$ cat src/rtl/alu_dp_pkg.sv
package alu_dp_pkg;

  typedef enum logic [3:0] {
    OP_AND = 4'h0,
    OP_EOR = 4'h1,
    OP_SUB = 4'h2,
    OP_ADD = 4'h4,
    OP_TST = 4'h8,
    OP_TEQ = 4'h9,
    OP_CMP = 4'hA,
    OP_CMN = 4'hB,
    OP_ORR = 4'hC,
    OP_BIC = 4'hE
  } alu_op_e;

  typedef enum logic [1:0] {
    CLS_NONE  = 2'd0,
    CLS_LOGIC = 2'd1,
    CLS_ARITH = 2'd2
  } op_class_e;

  typedef enum logic [1:0] {
    BW_AND = 2'd0,
    BW_OR  = 2'd1,
    BW_XOR = 2'd2,
    BW_BIC = 2'd3
  } bw_sel_e;

  typedef struct packed {
    logic n;
    logic z;
    logic c;
    logic v;
  } nzcv_t;

  function automatic op_class_e classify(input logic [3:0] op);
    case (op)
      OP_AND, OP_EOR, OP_ORR, OP_BIC, OP_TST, OP_TEQ: return CLS_LOGIC;
      OP_ADD, OP_SUB, OP_CMP, OP_CMN:                 return CLS_ARITH;
      default:                                        return CLS_NONE;
    endcase
  endfunction

  function automatic logic writes_dest(input logic [3:0] op);
    case (op)
      OP_AND, OP_EOR, OP_ORR, OP_BIC, OP_ADD, OP_SUB: return 1'b1;
      default:                                        return 1'b0;
    endcase
  endfunction

  function automatic logic subtracts(input logic [3:0] op);
    return (op == OP_SUB) || (op == OP_CMP);
  endfunction

  function automatic bw_sel_e bitwise_kind(input logic [3:0] op);
    case (op)
      OP_ORR:         return BW_OR;
      OP_EOR, OP_TEQ: return BW_XOR;
      OP_BIC:         return BW_BIC;
      default:        return BW_AND;
    endcase
  endfunction

endpackage

$ cat src/rtl/alu_dp_addsub.sv
module alu_dp_addsub #(
  parameter int unsigned WIDTH = 32
) (
  input  logic [WIDTH-1:0] a,
  input  logic [WIDTH-1:0] b,
  input  logic             sub,
  output logic [WIDTH-1:0] sum,
  output logic             carry,
  output logic             ovf,
  output logic             zero
);
  localparam int unsigned MSB = WIDTH - 1;

  logic [WIDTH-1:0] b_eff;
  logic [WIDTH:0]   full;

  always_comb begin
    b_eff = sub ? ~b : b;
    full  = {1'b0, a} + {1'b0, b_eff} + {{WIDTH{1'b0}}, sub};
    sum   = full[MSB:0];
    carry = full[WIDTH];
    ovf   = (a[MSB] == b_eff[MSB]) && (full[MSB] != a[MSB]);
    zero  = ~|full[MSB:0];
  end
endmodule

$ cat src/rtl/alu_dp_bitwise.sv
module alu_dp_bitwise
  import alu_dp_pkg::*;
#(
  parameter int unsigned WIDTH = 32
) (
  input  logic [WIDTH-1:0] a,
  input  logic [WIDTH-1:0] b,
  input  bw_sel_e          sel,
  output logic [WIDTH-1:0] y,
  output logic             zero
);
  always_comb begin
    case (sel)
      BW_OR:   y = a | b;
      BW_XOR:  y = a ^ b;
      BW_BIC:  y = a & ~b;
      default: y = a & b;
    endcase
    zero = ~|y;
  end
endmodule

$ cat src/rtl/alu_dp.sv
module alu_dp
  import alu_dp_pkg::*;
#(
  parameter int unsigned WIDTH = 32
) (
  input  logic [WIDTH-1:0] op_a,
  input  logic [WIDTH-1:0] op_b,
  input  logic [3:0]       opcode,
  input  logic             shift_carry,
  input  logic [3:0]       flags_in,
  output logic [WIDTH-1:0] result,
  output logic             wr_en,
  output logic [3:0]       flags_out
);
  localparam int unsigned MSB = WIDTH - 1;

  op_class_e        op_cls;
  bw_sel_e          bw_kind;
  logic             do_sub;
  logic [WIDTH-1:0] arith_val;
  logic             arith_c;
  logic             arith_v;
  logic             arith_z;
  logic [WIDTH-1:0] logic_val;
  logic             logic_z;
  logic [WIDTH-1:0] alu_val;
  logic             unit_zero;
  nzcv_t            cur_flags;
  nzcv_t            nxt_flags;

  assign op_cls    = classify(opcode);
  assign bw_kind   = bitwise_kind(opcode);
  assign do_sub    = subtracts(opcode);
  assign cur_flags = nzcv_t'(flags_in);

  alu_dp_addsub #(.WIDTH(WIDTH)) u_addsub (
    .a     (op_a),
    .b     (op_b),
    .sub   (do_sub),
    .sum   (arith_val),
    .carry (arith_c),
    .ovf   (arith_v),
    .zero  (arith_z)
  );

  alu_dp_bitwise #(.WIDTH(WIDTH)) u_bitwise (
    .a    (op_a),
    .b    (op_b),
    .sel  (bw_kind),
    .y    (logic_val),
    .zero (logic_z)
  );

  always_comb begin
    alu_val   = '0;
    unit_zero = 1'b0;
    nxt_flags = cur_flags;
    case (op_cls)
      CLS_ARITH: begin
        alu_val   = arith_val;
        unit_zero = arith_z;
        nxt_flags = '{n: arith_val[MSB], z: arith_z, c: arith_c, v: arith_v};
      end
      CLS_LOGIC: begin
        alu_val   = logic_val;
        unit_zero = logic_z;
        nxt_flags = '{n: logic_val[MSB], z: logic_z, c: shift_carry,
                      v: cur_flags.v};
      end
      default: begin
        alu_val   = '0;
        unit_zero = 1'b0;
        nxt_flags = cur_flags;
      end
    endcase
  end

  assign wr_en     = writes_dest(opcode);
  assign result    = wr_en ? alu_val : '0;
  assign flags_out = nxt_flags;
endmodule

$ cat config.mk
export PLATFORM = sky130hd
export DESIGN_NAME = alu_dp
export DESIGN_NICKNAME = d
export VERILOG_FILES = /design/src/rtl/alu_dp_pkg.sv /design/src/rtl/alu_dp_addsub.sv /design/src/rtl/alu_dp_bitwise.sv /design/src/rtl/alu_dp.sv
export SDC_FILE = /design/constraint.sdc
export NUM_CORES = 1
export LEC_CHECK = 0
export BUFFER_PORTS_ARGS = -buffer_cell sky130_fd_sc_hd__buf_2
export CORE_MARGIN = 5
export CORE_UTILIZATION = 59
export DETAILED_ROUTE_END_ITERATION = 10
export PLACE_DENSITY_LB_ADDON = 0.12
export SYNTH_ARGS = -nofsm -noshare
export SYNTH_HDL_FRONTEND = slang
export SYNTH_HIERARCHICAL = 1
export SYNTH_SLANG_ARGS = --single-unit
$ cat constraint.sdc
create_clock -name vclk -period 4.4
set_input_delay 0 -clock vclk [all_inputs]
set_output_delay 0 -clock vclk [all_outputs]
set_load 0.01 [all_outputs]
==> metrics.md <==
| Metric | Value |
|---|---|
| Placed insts | 930 |
| Main combinational cell family by area after synthesis | compound AO/OA/AOI/OAI gates |
| Final GP Congestion | ~1.0 |
| Max VDD drop | 136 µV |
| Via count | roughly 6000 |
| Sw frac | 62.1% |
| Initial Utilization | 59.6% |
| Synth-to-layout area growth | 13.1% |
| Sequential Power Share | 0% |
| Total gr overflow | 0 |
| Num rows | 34 |
| Post-route ant nets | 0 |
| Core Util, Final | about two thirds |
| Kind of critical path | in2out |
| XOR/XNOR share of the synthesized area | ~16% |
| CP Capture Type | output port |
| Combinational power share | 100.0% |
| Outcome | complete, no violations |
| Simple-gate portion of the synthesized area | 21.9% |
| Flip-flop and latch count | 0 |
| FMAX | roughly 230 MHz |
| # setup viols final | 0 |
| Top cell type by total area after synthesis | ha_1 |
| I/O Buffers | between 100 and 150 |
| Syn_nets | ~880 |
| Mapped cell area | 5100 µm² |
| Fraction of the mapped netlist area in compound gates | approximately 31% |
| Number of I/O pins | 110 |
| Layout cells sized above 1 | between 20% and 30% |
| Ys Warns | 6 |
| Most area-consuming cells after synthesis | ha_1 17%, xor2_1 13%, inv_1 6.6% |
| Chip height | approximately 100 µm |
| Most frequent cells in the layout | 110 x buf_2, 90 x inv_1, 76 x xor2_1, 70 x ha_1, 61 x a21oi_1 |
| Post-synthesis cell count | 730 |
| Largest net degree at the start of global routing | 34 |
| Core Box Area | between 8000 and 9000 µm² |
| CP required | ~4.4 ns |
| Via density | about 6.4 |
| Register area | 0 µm² |
| Postcts setup bufs | 0 |
| Leak | 2.93 nW |
| Unique masters post-synth | between 70 and 80 |
| Ant diodes | 0 |
| Post-Synth Adder-Cell Area | 17.8% |
| Final wirelength | between 15000 and 20000 µm |
| WL per Instance | about 19 µm |
| First-pass GRT wire length | 27200 µm |
| Residual DRC | 0 |
| Arrival time worst endpoint | 4.28 ns |
| Clock buf count | 0 |
| Die area | ~11000 µm² |
| Post-synth top area share | between 10% and 20% |
| Multiplexer share of the synthesized area | less than 1% |
| Max_slew headroom | approximately 37% |
| PwrDens | ~150 nW/µm² |
| Final hold viol count | 0 |
| Clk pwr share | 0% |
| Initial antenna violation count | 0 |
| Worst hold path depth | 4 |
| Net load switching power | 0.550 mW |
| Worst slew pin tran | 0.940 ns |
| Max Slew Vio Count | 0 |
| Critical Path Source Type | input port |
| Post-CTS Hold Fix Bufs | 0 |
| Seq/Total Area, Yosys | 0% |
| First-pass DRT Iterations | 5 |
| Worst hold path type | in2out |
| Most common cell after layout, fill and taps aside | buf_2 |
| Vias in the first global route | 5477 |
| Global Route Usage Sum | between 30 and 40% |
| Nets | 969 |
| Detailed-placement wirelength estimate | roughly 14000 µm |
| Final Cycle Share | 97.2% |
| DRT iter0 DRCs | 438 |
| Post-route insts no fill | 930 |
| Avg Cell Area, Syn | between 6 and 7 µm² |
| Crit Path Max Fanout | 7 |
| Min cycle time layout | 4.28 ns |
| Die W | roughly 100 µm |
| Max cap viols | 0 |
| Pint | 0.336 mW |
==> synthesized netlist by cell type, types with 6 or more instances <==
cell type / number
nor3_1: 6
buf_6: 11
xor2_1: 78
nor2b_1: 8
nand2_1: 50
o21ai_0: 36
nand4_1: 11
o21a_1: 6
inv_1: 90
ha_1: 71
nor3_2: 29
nor2_1: 48
nand3_1: 13
o211ai_1: 6
a21o_1: 8
a21oi_1: 64
buf_2: 15
a22oi_1: 44
clkbuf_1: 7
nand2b_1: 8
a221oi_1: 10
a2bb2oi_1: 7
xnor2_1: 16
==> power by group through the flow <==
stage	Sequential (mW)	Clock, mW	Combinational [mW]
after floorplan	0	0	0.593
after global routing	0	0	0.963
after global placement	0	0	0.831
final	0	0	0.885
after detailed placement	0	0	0.843
after CTS	0	0	0.851
==> worst paths after layout <==
kind,start,end,slack (ns)
worst max-delay path,opcode[1],flags_out[2],0.12
worst min-delay path,flags_in[1],flags_out[1],0.29
==> through the flow <==
step / setup TNS, ns / hold WS [ns] / instance area [µm²] / setup WS (ns) / power, mW
after floorplan: 0 / 0.127 / 5100 / 0.403 / 0.593
after global placement: 0 / 0.287 / 5690 / 0.0923 / 0.831
after detailed placement: -0.0672 / 0.294 / 5690 / -0.0672 / 0.843
after CTS: 0 / 0.294 / 5700 / 0.0870 / 0.851
after global routing: -0.0270 / 0.313 / 5760 / -0.0270 / 0.963
final: 0 / 0.291 / 5760 / 0.122 / 0.885
==> cell type report <==
type                       count  area (µm²)
inverter                      91         342
tap                          108         135
multi-input combinational    600        4560
fill                         814        2790
timing repair buffer         131         724
==> per-layer routing <==
layer | global-route usage [%] | share of wire (%) | vias to the layer above | wire (µm)
li1 | - | - | 2797 | -
met1 | 43.5 | 42 | 2780 | 7570
met2 | 53.4 | 46 | 312 | 8230
met3 | 3.52 | 8.7 | 45 | 1570
met4 | 9.76 | 3.4 | 0 | 620
met5 | 0 | 0 | - | 0
==> kinds of logic after synthesis <==
family | count (synthesis)
multiplexers | 3
AND/OR/NAND/NOR | 197
buffers and inverters | 130
AO/OA/AOI/OAI | 234
XOR/XNOR | 94
adder cells (fa/ha/maj) | 72
==> what timing repair did <==
action	in CTS	in global routing
endpoints found under the setup margin	1	1
pin swaps	0	4
resized for setup	2	12
==> critical path, stage by stage <==
cell,delay (ns)
buf_2,0.14
or2b_1,0.29
nor2_4,0.23
buf_4,0.18
mux2i_4,0.09
fa_1,0.40
nand2b_1,0.20
a21boi_1,0.19
o21ai_0,0.14
a2111oi_2,0.41
or4b_4,0.54
nor4_4,0.17
nand4b_1,0.11
or4_4,0.44
nor4_2,0.16
and4bb_1,0.23
a22oi_1,0.06
o21ai_0,0.14
buf_2,0.15
Note: power is estimated with default switching activity, not from simulation.
